`config.mk`:
```
export PLATFORM = sky130hd
export DESIGN_NAME = pattern_addr_ctr
export DESIGN_NICKNAME = d
export VERILOG_FILES = /design/src/rtl/pac_pkg.sv /design/src/rtl/pac_ctrl_regs.sv /design/src/rtl/pac_fail_mon.sv /design/src/rtl/pac_addr_cnt.sv /design/src/rtl/pattern_addr_ctr.sv
export SDC_FILE = /design/constraint.sdc
export NUM_CORES = 1
export LEC_CHECK = 0
export ABC_AREA = 1
export BUFFER_PORTS_ARGS = -buffer_cell sky130_fd_sc_hd__buf_2
export CAP_MARGIN = 0
export CORE_MARGIN = 5
export CORE_UTILIZATION = 40
export DETAILED_ROUTE_END_ITERATION = 6
export SLEW_MARGIN = 5
export SYNTH_ARGS = -nofsm -noshare
export SYNTH_HDL_FRONTEND = slang
export SYNTH_SLANG_ARGS = --single-unit
```
`constraint.sdc`:
```
create_clock -name clk -period 1.49 [get_ports clk]
set_input_delay 0.2235 -clock clk [delete_from_list [all_inputs] [get_ports clk]]
set_output_delay 0.2235 -clock clk [all_outputs]
set_load 0.1 [all_outputs]
```
`src/rtl/pac_pkg.sv`:
```
package pac_pkg;
    localparam int CNT_W      = 8;
    localparam int AUX_W      = 8;
    localparam int MISS_LIMIT = 512;

    // control register bit positions
    localparam int AUX_RUN    = 0;
    localparam int AUX_TC_OFF = 1;
    localparam int AUX_XR_EN  = 2;
    localparam int AUX_BANK   = 4;
    localparam int AUX_AUTO   = 5;

    typedef enum logic {SEL_AUX = 1'b0, SEL_CNT = 1'b1} reg_sel_e;
endpackage

```
`src/rtl/pac_ctrl_regs.sv`:
```
module pac_ctrl_regs #(
    parameter int AUX_W = pac_pkg::AUX_W,
    parameter int CNT_W = pac_pkg::CNT_W
) (
    input  logic             clk,
    input  logic             rst_n,
    input  logic             wr_en_i,
    input  logic             wr_sel_i,
    input  logic [AUX_W-1:0] wr_data_i,
    input  logic             adv_i,
    output logic [AUX_W-1:0] aux_o,
    output logic             load_pend_o,
    output logic [CNT_W-1:0] load_val_o
);
    typedef struct packed {
        logic [AUX_W-1:0] aux;
        logic [CNT_W-1:0] load_val;
        logic             load_pend;
    } regs_t;

    regs_t st_q, st_d;

    always_comb begin
        st_d = st_q;
        if (adv_i) st_d.load_pend = 1'b0;
        if (wr_en_i) begin
            if (wr_sel_i == pac_pkg::SEL_AUX) begin
                st_d.aux = wr_data_i;
            end else begin
                st_d.load_val  = wr_data_i[CNT_W-1:0];
                st_d.load_pend = 1'b1;
            end
        end
    end

    always_ff @(posedge clk) begin
        if (!rst_n) st_q <= '0;
        else        st_q <= st_d;
    end

    assign aux_o       = st_q.aux;
    assign load_pend_o = st_q.load_pend;
    assign load_val_o  = st_q.load_val;

    assert_aux_write_R7: assert property (@(posedge clk) disable iff (!rst_n)
        (wr_en_i && wr_sel_i == pac_pkg::SEL_AUX) |=> (aux_o == $past(wr_data_i)));

    assert_load_arms_R8: assert property (@(posedge clk) disable iff (!rst_n)
        (wr_en_i && wr_sel_i == pac_pkg::SEL_CNT) |=> load_pend_o);
endmodule

```
`src/rtl/pac_fail_mon.sv`:
```
module pac_fail_mon #(
    parameter int LIMIT = pac_pkg::MISS_LIMIT
) (
    input  logic clk,
    input  logic rst_n,
    input  logic auto_i,
    input  logic adv_i,
    input  logic cross_i,
    output logic fallback_o
);
    localparam int MISS_W = $clog2(LIMIT + 1);

    typedef struct packed {
        logic [MISS_W-1:0] miss;
        logic              fb;
    } mon_t;

    mon_t st_q, st_d;
    logic [MISS_W-1:0] miss_inc;

    assign miss_inc = st_q.miss + MISS_W'(1);

    always_comb begin
        st_d = st_q;
        if (!auto_i || cross_i) begin
            st_d.miss = '0;
            st_d.fb   = 1'b0;
        end else if (adv_i && !st_q.fb) begin
            st_d.miss = miss_inc;
            if (miss_inc == MISS_W'(LIMIT)) st_d.fb = 1'b1;
        end
    end

    always_ff @(posedge clk) begin
        if (!rst_n) st_q <= '0;
        else        st_q <= st_d;
    end

    assign fallback_o = st_q.fb;

    assert_fb_needs_adv_R9: assert property (@(posedge clk) disable iff (!rst_n)
        $rose(fallback_o) |-> $past(adv_i && !cross_i && auto_i));

    assert_cross_clears_fb_R9: assert property (@(posedge clk) disable iff (!rst_n)
        cross_i |=> !fallback_o);

    assert_manual_no_fb_R9: assert property (@(posedge clk) disable iff (!rst_n)
        !auto_i |=> !fallback_o);
endmodule

```
`src/rtl/pac_addr_cnt.sv`:
```
module pac_addr_cnt #(
    parameter int CNT_W = pac_pkg::CNT_W
) (
    input  logic             clk,
    input  logic             rst_n,
    input  logic             adv_i,
    input  logic             cross_i,
    input  logic             run_i,
    input  logic             load_pend_i,
    input  logic [CNT_W-1:0] load_val_i,
    input  logic             tc_en_i,
    input  logic             xr_en_i,
    input  logic [CNT_W-1:0] term_i,
    output logic [CNT_W-1:0] cnt_o
);
    typedef struct packed {
        logic [CNT_W-1:0] cnt;
        logic             xpend;
    } cnt_t;

    cnt_t st_q, st_d;
    logic cross_hit, tc_hit, clr;

    assign cross_hit = xr_en_i && (st_q.xpend || cross_i);
    assign tc_hit    = tc_en_i && (st_q.cnt == term_i);
    assign clr       = cross_hit || tc_hit;

    always_comb begin
        st_d = st_q;
        if (adv_i) begin
            st_d.xpend = 1'b0;
            if (load_pend_i)  st_d.cnt = load_val_i;
            else if (run_i)   st_d.cnt = clr ? '0 : st_q.cnt + CNT_W'(1);
        end else if (cross_i) begin
            st_d.xpend = 1'b1;
        end
    end

    always_ff @(posedge clk) begin
        if (!rst_n) st_q <= '0;
        else        st_q <= st_d;
    end

    assign cnt_o = st_q.cnt;

    assert_hold_no_adv_R2: assert property (@(posedge clk) disable iff (!rst_n)
        !adv_i |=> $stable(cnt_o));

    assert_step_R2: assert property (@(posedge clk) disable iff (!rst_n)
        (adv_i && run_i && !load_pend_i && !xr_en_i && !tc_en_i)
        |=> (cnt_o == $past(cnt_o) + CNT_W'(1)));

    assert_tc_clear_R3: assert property (@(posedge clk) disable iff (!rst_n)
        (adv_i && run_i && !load_pend_i && tc_en_i && cnt_o == term_i) |=> (cnt_o == '0));

    assert_cross_clear_R4: assert property (@(posedge clk) disable iff (!rst_n)
        (adv_i && run_i && !load_pend_i && xr_en_i && cross_i) |=> (cnt_o == '0));

    assert_load_R8: assert property (@(posedge clk) disable iff (!rst_n)
        (adv_i && load_pend_i) |=> (cnt_o == $past(load_val_i)));
endmodule

```
`src/rtl/pattern_addr_ctr.sv`:
```
module pattern_addr_ctr #(
    parameter int CNT_W = pac_pkg::CNT_W,
    parameter int AUX_W = pac_pkg::AUX_W,
    parameter int LIMIT = pac_pkg::MISS_LIMIT
) (
    input  logic             clk,
    input  logic             rst_n,
    input  logic             adv_i,
    input  logic             cross_i,
    input  logic [CNT_W-1:0] term_i,
    input  logic             wr_en_i,
    input  logic             wr_sel_i,
    input  logic [AUX_W-1:0] wr_data_i,
    output logic [AUX_W-1:0] aux_o,
    output logic [CNT_W-1:0] count_o,
    output logic [CNT_W:0]   mem_addr_o,
    output logic             fallback_o
);
    import pac_pkg::*;

    logic             load_pend;
    logic [CNT_W-1:0] load_val;
    logic             auto_on, tc_en, xr_en;

    pac_ctrl_regs #(.AUX_W(AUX_W), .CNT_W(CNT_W)) u_regs (
        .clk         (clk),
        .rst_n       (rst_n),
        .wr_en_i     (wr_en_i),
        .wr_sel_i    (wr_sel_i),
        .wr_data_i   (wr_data_i),
        .adv_i       (adv_i),
        .aux_o       (aux_o),
        .load_pend_o (load_pend),
        .load_val_o  (load_val)
    );

    assign auto_on = aux_o[AUX_AUTO];

    pac_fail_mon #(.LIMIT(LIMIT)) u_mon (
        .clk        (clk),
        .rst_n      (rst_n),
        .auto_i     (auto_on),
        .adv_i      (adv_i),
        .cross_i    (cross_i),
        .fallback_o (fallback_o)
    );

    // reset-source selection: automatic mode overrides the manual bits
    assign xr_en = auto_on ? 1'b1       : aux_o[AUX_XR_EN];
    assign tc_en = auto_on ? fallback_o : !aux_o[AUX_TC_OFF];

    pac_addr_cnt #(.CNT_W(CNT_W)) u_cnt (
        .clk         (clk),
        .rst_n       (rst_n),
        .adv_i       (adv_i),
        .cross_i     (cross_i),
        .run_i       (aux_o[AUX_RUN]),
        .load_pend_i (load_pend),
        .load_val_i  (load_val),
        .tc_en_i     (tc_en),
        .xr_en_i     (xr_en),
        .term_i      (term_i),
        .cnt_o       (count_o)
    );

    assign mem_addr_o = {aux_o[AUX_BANK], count_o};

    assert_both_clear_R5: assert property (@(posedge clk) disable iff (!rst_n)
        (adv_i && aux_o[AUX_RUN] && !load_pend && xr_en && cross_i && tc_en && count_o == term_i)
        |=> (count_o == '0));
endmodule

```
# Yosys cells after proc, flatten, opt, wreduce, memory -nomap -nowiden
# Cells that the tools add are included.
[totals]
register_bits = 37
in_bits = 22
[classes]
mux = 8
add_sub_neg = 2
eq_ne = 2
n_reduce_logical = 16
bitwise_logic = 2
[ops]
columns = ["cell", "count"]
rows = [
  ["two-way mux 8 bit", 3],
  ["adder 10 x 1 -> 10 bit, second input constant", 1],
  ["equality test 10 bit, second input constant", 1],
  ["adder 8 x 1 -> 8 bit, second input constant", 1],
  ["equality test 8 bit", 1],
  ["AND reduction 2 bit", 4],
  ["two-way mux 1 bit", 5],
  ["OR reduction 2 bit", 2],
  ["logical AND 1 bit", 3],
  ["logical NOT 1 bit", 3],
  ["logical OR 1 bit", 3],
  ["NOT 1 bit", 2],
  ["nonzero test 2 bit", 1],
]

# Depth between registers and ports, before layout
[depth]
ltp_word = 7
depth_mapped = 10
mapped_depth_nobuf = 10

# Modules after synthesis
# Synthesis repeated with hierarchy kept, for this count alone.
[hier_totals]
hier_cells = 330
hier_area_um2 = 2270.9
[modules_own_cells]
columns = ["module", "area_per_inst_um2", "cells_each", "instances", "seq_area_each_um2"]
rows = [
  ["pac_addr_cnt", 775.7, 122, 1, 180.2],
  ["pac_ctrl_regs", 755.7, 93, 1, 340.3],
  ["pac_fail_mon", 656.9, 103, 1, 220.2],
  ["pattern_addr_ctr", 82.6, 12, 1, 0.0],
]

# Least setup slack after synthesis
# No wires, ideal clock.
[synth_timing]
path_type = "register to register"
from = "reg u_mon.st_q, in the netlist u_mon.fallback_o"
to = "reg u_cnt.st_q, in the netlist u_cnt.cnt_o[7]"
required_time_ns = 1.371
path_stages_with_launch = 8
setup_ns = 0.119
setup_slack_ns = -0.251
arrival_time_ns = 1.622
path_buffers = 0
synth_period_minus_slack_ns = 1.741
cell_sequence = "dfxtp_1 -> nand2_1 -> o21ai_0 -> nand3_1 -> nor2_1 -> nand2_4 -> nand3b_1 -> a21oi_1"
[synth_between]
elab_chain_cells = 6
[synth_lines]
columns = ["item", "line", "source"]
rows = [
  ["start, declared", "pac_fail_mon.sv:18", "mon_t st_q, st_d;"],
  ["start signal, assigned", "pac_fail_mon.sv:36", "else st_q <= st_d;"],
  ["two-way mux 1 bit", "pattern_addr_ctr.sv:50", "assign tc_en = auto_on ? fallback_o : !aux_o[AUX_TC_OFF];"],
  ["logical AND 1 bit", "pac_addr_cnt.sv:25", "assign tc_hit = tc_en_i && (st_q.cnt == term_i);"],
  ["logical OR 1 bit", "pac_addr_cnt.sv:26", "assign clr = cross_hit || tc_hit;"],
  ["two-way mux 8 bit (2 in series)", "pac_addr_cnt.sv:33", "else if (run_i) st_d.cnt = clr ? '0 : st_q.cnt + CNT_W'(1);"],
  ["two-way mux 8 bit", "pac_addr_cnt.sv:32", "if (load_pend_i) st_d.cnt = load_val_i;"],
  ["end signal, assigned", "pac_addr_cnt.sv:41", "else st_q <= st_d;"],
  ["end, declared", "pac_addr_cnt.sv:21", "cnt_t st_q, st_d;"],
]
# No other way between the ends. The select of a mux whose other input is x is not followed.
# A chain may end at the register's enable or synchronous reset.

# Final worst setup path
[layout_timing]
from = "reg u_cnt.st_q, in the netlist u_cnt.cnt_o[3]"
to = "out mem_addr_o[3]"
[layout_rtl]
columns = ["item", "line", "source"]
rows = [
  ["end, declared", "pattern_addr_ctr.sv:16", "output logic [CNT_W:0] mem_addr_o,"],
]
# No word-level cell between the ends.

==> impl_metrics.yaml <==
outcome:
  status: "finished clean"
global_route:
  grt_use_total_pct: 14.4
  grt_pass1_vias: 1602
  grt_pass1_wl_um: 7350
  gr-total-overflow: 0
  grt_start_max_net_pins: 25
  antenna_found_initial: 0
clocking:
  htree_levels: 2
  cts.sinks: 37
  ctsRootBufferMaster: "clkbuf_8"
  cts-buffers-inserted: 5
  cts_buffer_depth: 2
  cts_tree: "built"
  hold_buffers: 0
  cts.clk_slew.worst_paths_ps: 70
  insertion_delay_ps: 290
layout:
  area_growth_syn_to_layout_pct: 18.3
  final_core_util_pct: 49.4
  antenna_cells: 0
  nNetsFinal: 353
  drive_above_1_share_pct: 27.4
  fill_cells: 509
power_and_ir_drop:
  power_density_mw_per_mm2: 1050
  ir_drop_uv: 653
  p_total_mw: 2.49
  p_leak_nw: 1.14
logic_synthesis:
  yosys-top-cells-area: "dfxtp_1 37%, nor2_1 8.6%, nand2_1 7.8%"
  yosys_most_used_dff: "dfxtp_1"
  synth_edf_count: 0
  async_flop_share_pct: 0
  synth_top_area_cell: "dfxtp_1"
  syn_avg_cell_area_um2: 6.99
  syn-num-nets: 313
  ys_seq_area_share_pct: 36.8
  yosys_register_bits: 37
  yosys_warnings: 0
  netlist_area_mm2: 0.00201
  ys_types: 28
  synth_top_area_share_pct: 36.8
  synth_cells: 288
timing:
  worst_slew_pin_slew_ps: 491
  post-route-period-util_pct: 97.9
  setup_violations: 0
  hold_violations: 0
  rsz0062_at_grt: "true"
  slew_violations: 0
  clock_skew_ps: 5.86
  relSlewSlack_pct: 67.5
  fmax_mhz: 686
  period_needed_ps: 1460
drt:
  drt_iter0_markers: 73
  dr.pass1.iters: 4
  avgViaCountPerCell: 4.58
  postRouteAntennaNets: 0
  num_vias: 1813
  wl_um: 4460
  drc: 0
  routedWlPerCell_um: 11.3
worst_setup_path:
  critPathRequiredTime_ps: 1270
  crit_buf_inv: 1
  cp_top_family: "buffers and inverters"
  start_kind: "flop"
  cp_cell_sequence: "buf_2"
  crit_path_end_kind: "primary output"
  arrival_ps: 1230
  critPathMaxStageDelay_ps: 480
  slowest_stage: "buf_2"
  cp_max_fo: 7
  critical_path_class: "flop to primary output"
placed_design:
  dp_hpwl_um: 3460
  gp_congestion: 0.791
  portBuffers: 47
die:
  fp-row-count: 25
  dieWidth_um: 80.9
  dieArea_mm2: 0.00655
  dieHeight_um: 80.9
  coreArea_mm2: 0.00482
  num_io_pins: 48
  initial_core_util_pct: 41.8
worst_hold_path:
  min_path_type: "input pin to flop"
flow_run:
  drv_cap: 0
registers in the layout (all words and copies together) (netlist names):
name	count
u_mon.fallback_o	1
u_regs.load_pend_o	1
u_cnt.st_q	1
u_mon.st_q	10
u_regs.aux_o	8
u_regs.load_val_o	8
u_cnt.cnt_o	8
metal layers:
| layer | global-route usage [%] | wire length [um] | vias to the layer above | share of wire [%] |
|---|---|---|---|---|
| li1 | - | - | 994 | - |
| met1 | 21.0 | 2330 | 773 | 52 |
| met2 | 19.3 | 1810 | 44 | 41 |
| met3 | 5.21 | 302 | 2 | 6.8 |
| met4 | 5.07 | 14 | 0 | 0.31 |
| met5 | 0 | 0 | - | 0 |
cell families after synthesis:
group | after synthesis | synth area share [%]
buffers and inverters | 57 | 14.2
adders and majority gates | 3 | 1.87
DFF | 37 | 36.8
xor gates and xnor gates | 10 | 4.35
AOI/OAI and AO/OA | 59 | 15.9
and+or+nand+nor | 122 | 26.9
synthesized netlist by cell type (2+ instances only):
master / count
a21oi_1: 22
buf_4: 19
clkbuf_1: 3
clkinv_1: 2
dfxtp_1: 37
ha_1: 3
inv_1: 25
inv_2: 7
nand2_1: 42
nand3_1: 13
nand3b_1: 3
nand4_1: 5
nor2_1: 46
nor2_2: 4
nor3_1: 4
o211ai_1: 7
o21ai_0: 24
o21ai_1: 4
xnor2_1: 6
xor2_1: 4
report_power, final:
group,total [mW],switching (mW),leakage [nW],internal (mW)
Clock,0.761,0.343,0.0542,0.418
Sequential,1.08,0.0426,0.306,1.04
Combinational,0.647,0.500,0.781,0.146
Total,2.49,0.887,1.14,1.60
placed cells by master, fill, tap and decap left out, types with 2 or more instances in the layout:
master,instances
buf_2,41
ha_1,3
nand2_1,41
nor3_1,3
nor2_2,4
o211ai_1,7
inv_2,8
nand3_1,13
nand2_2,2
a21oi_1,22
buf_4,9
dfxtp_2,7
o21ai_0,24
xnor2_1,6
nand3b_1,3
inv_1,25
nand4_1,5
dfxtp_1,30
clkbuf_4,6
o21ai_1,4
nor2_1,45
xor2_1,4
clkbuf_8,7
metrics by stage:
step,setup TNS (ps),cell area (um2),hold WS [ps],setup WS [ps],std cells
global placement,0,2240,464,101,388
detailed placement,0,2240,455,82.2,388
CTS,0,2350,135,9.46,396
floorplan,0,2020,303,75.7,288
global route,-83.3,2380,138,-42.7,396
finish,0,2380,147,31.8,396
path summary, 6_finish.rpt:
check | endpoint | cells after the start | slack, ps | start
hold / removal | u_cnt.st_q[0]$_SDFFE_PP0P_ | 2 | 150 | adv_i
setup / recovery | mem_addr_o[3] | 1 | 30 | u_cnt.cnt_o[3]$_SDFFE_PN0P_
hold reg to reg | u_regs.load_val_o[5]$_SDFFE_PN0P_ | 2 | 490 | u_regs.load_val_o[5]$_SDFFE_PN0P_
setup reg to reg | u_mon.fallback_o$_SDFFE_PP0P_ | 9 | 90 | u_mon.st_q[2]$_SDFFE_PP0P_
what timing repair did:
| action | 4_1_cts | 5_1_grt |
|---|---|---|
| setup buffers | 0 | 0 |
| setup endpoints to repair | 0 | 10 |
| hold endpoints to repair | 0 | 0 |
| resized for setup | 0 | 14 |
area by class of cell:
| class | count | area [um2] | share of cell area, % |
|---|---|---|---|
| clock buffers | 7 | 96.3 | 4.05 |
| clock inverters | 1 | 5.00 | 0.210 |
| inverters | 34 | 128 | 5.36 |
| multi-input cells | 194 | 1000 | 42.0 |
| flip-flops and latches | 37 | 749 | 31.5 |
| well taps | 67 | 83.8 | 3.52 |
| repair buffers | 56 | 318 | 13.4 |
Power figures use the tool's default switching activity.
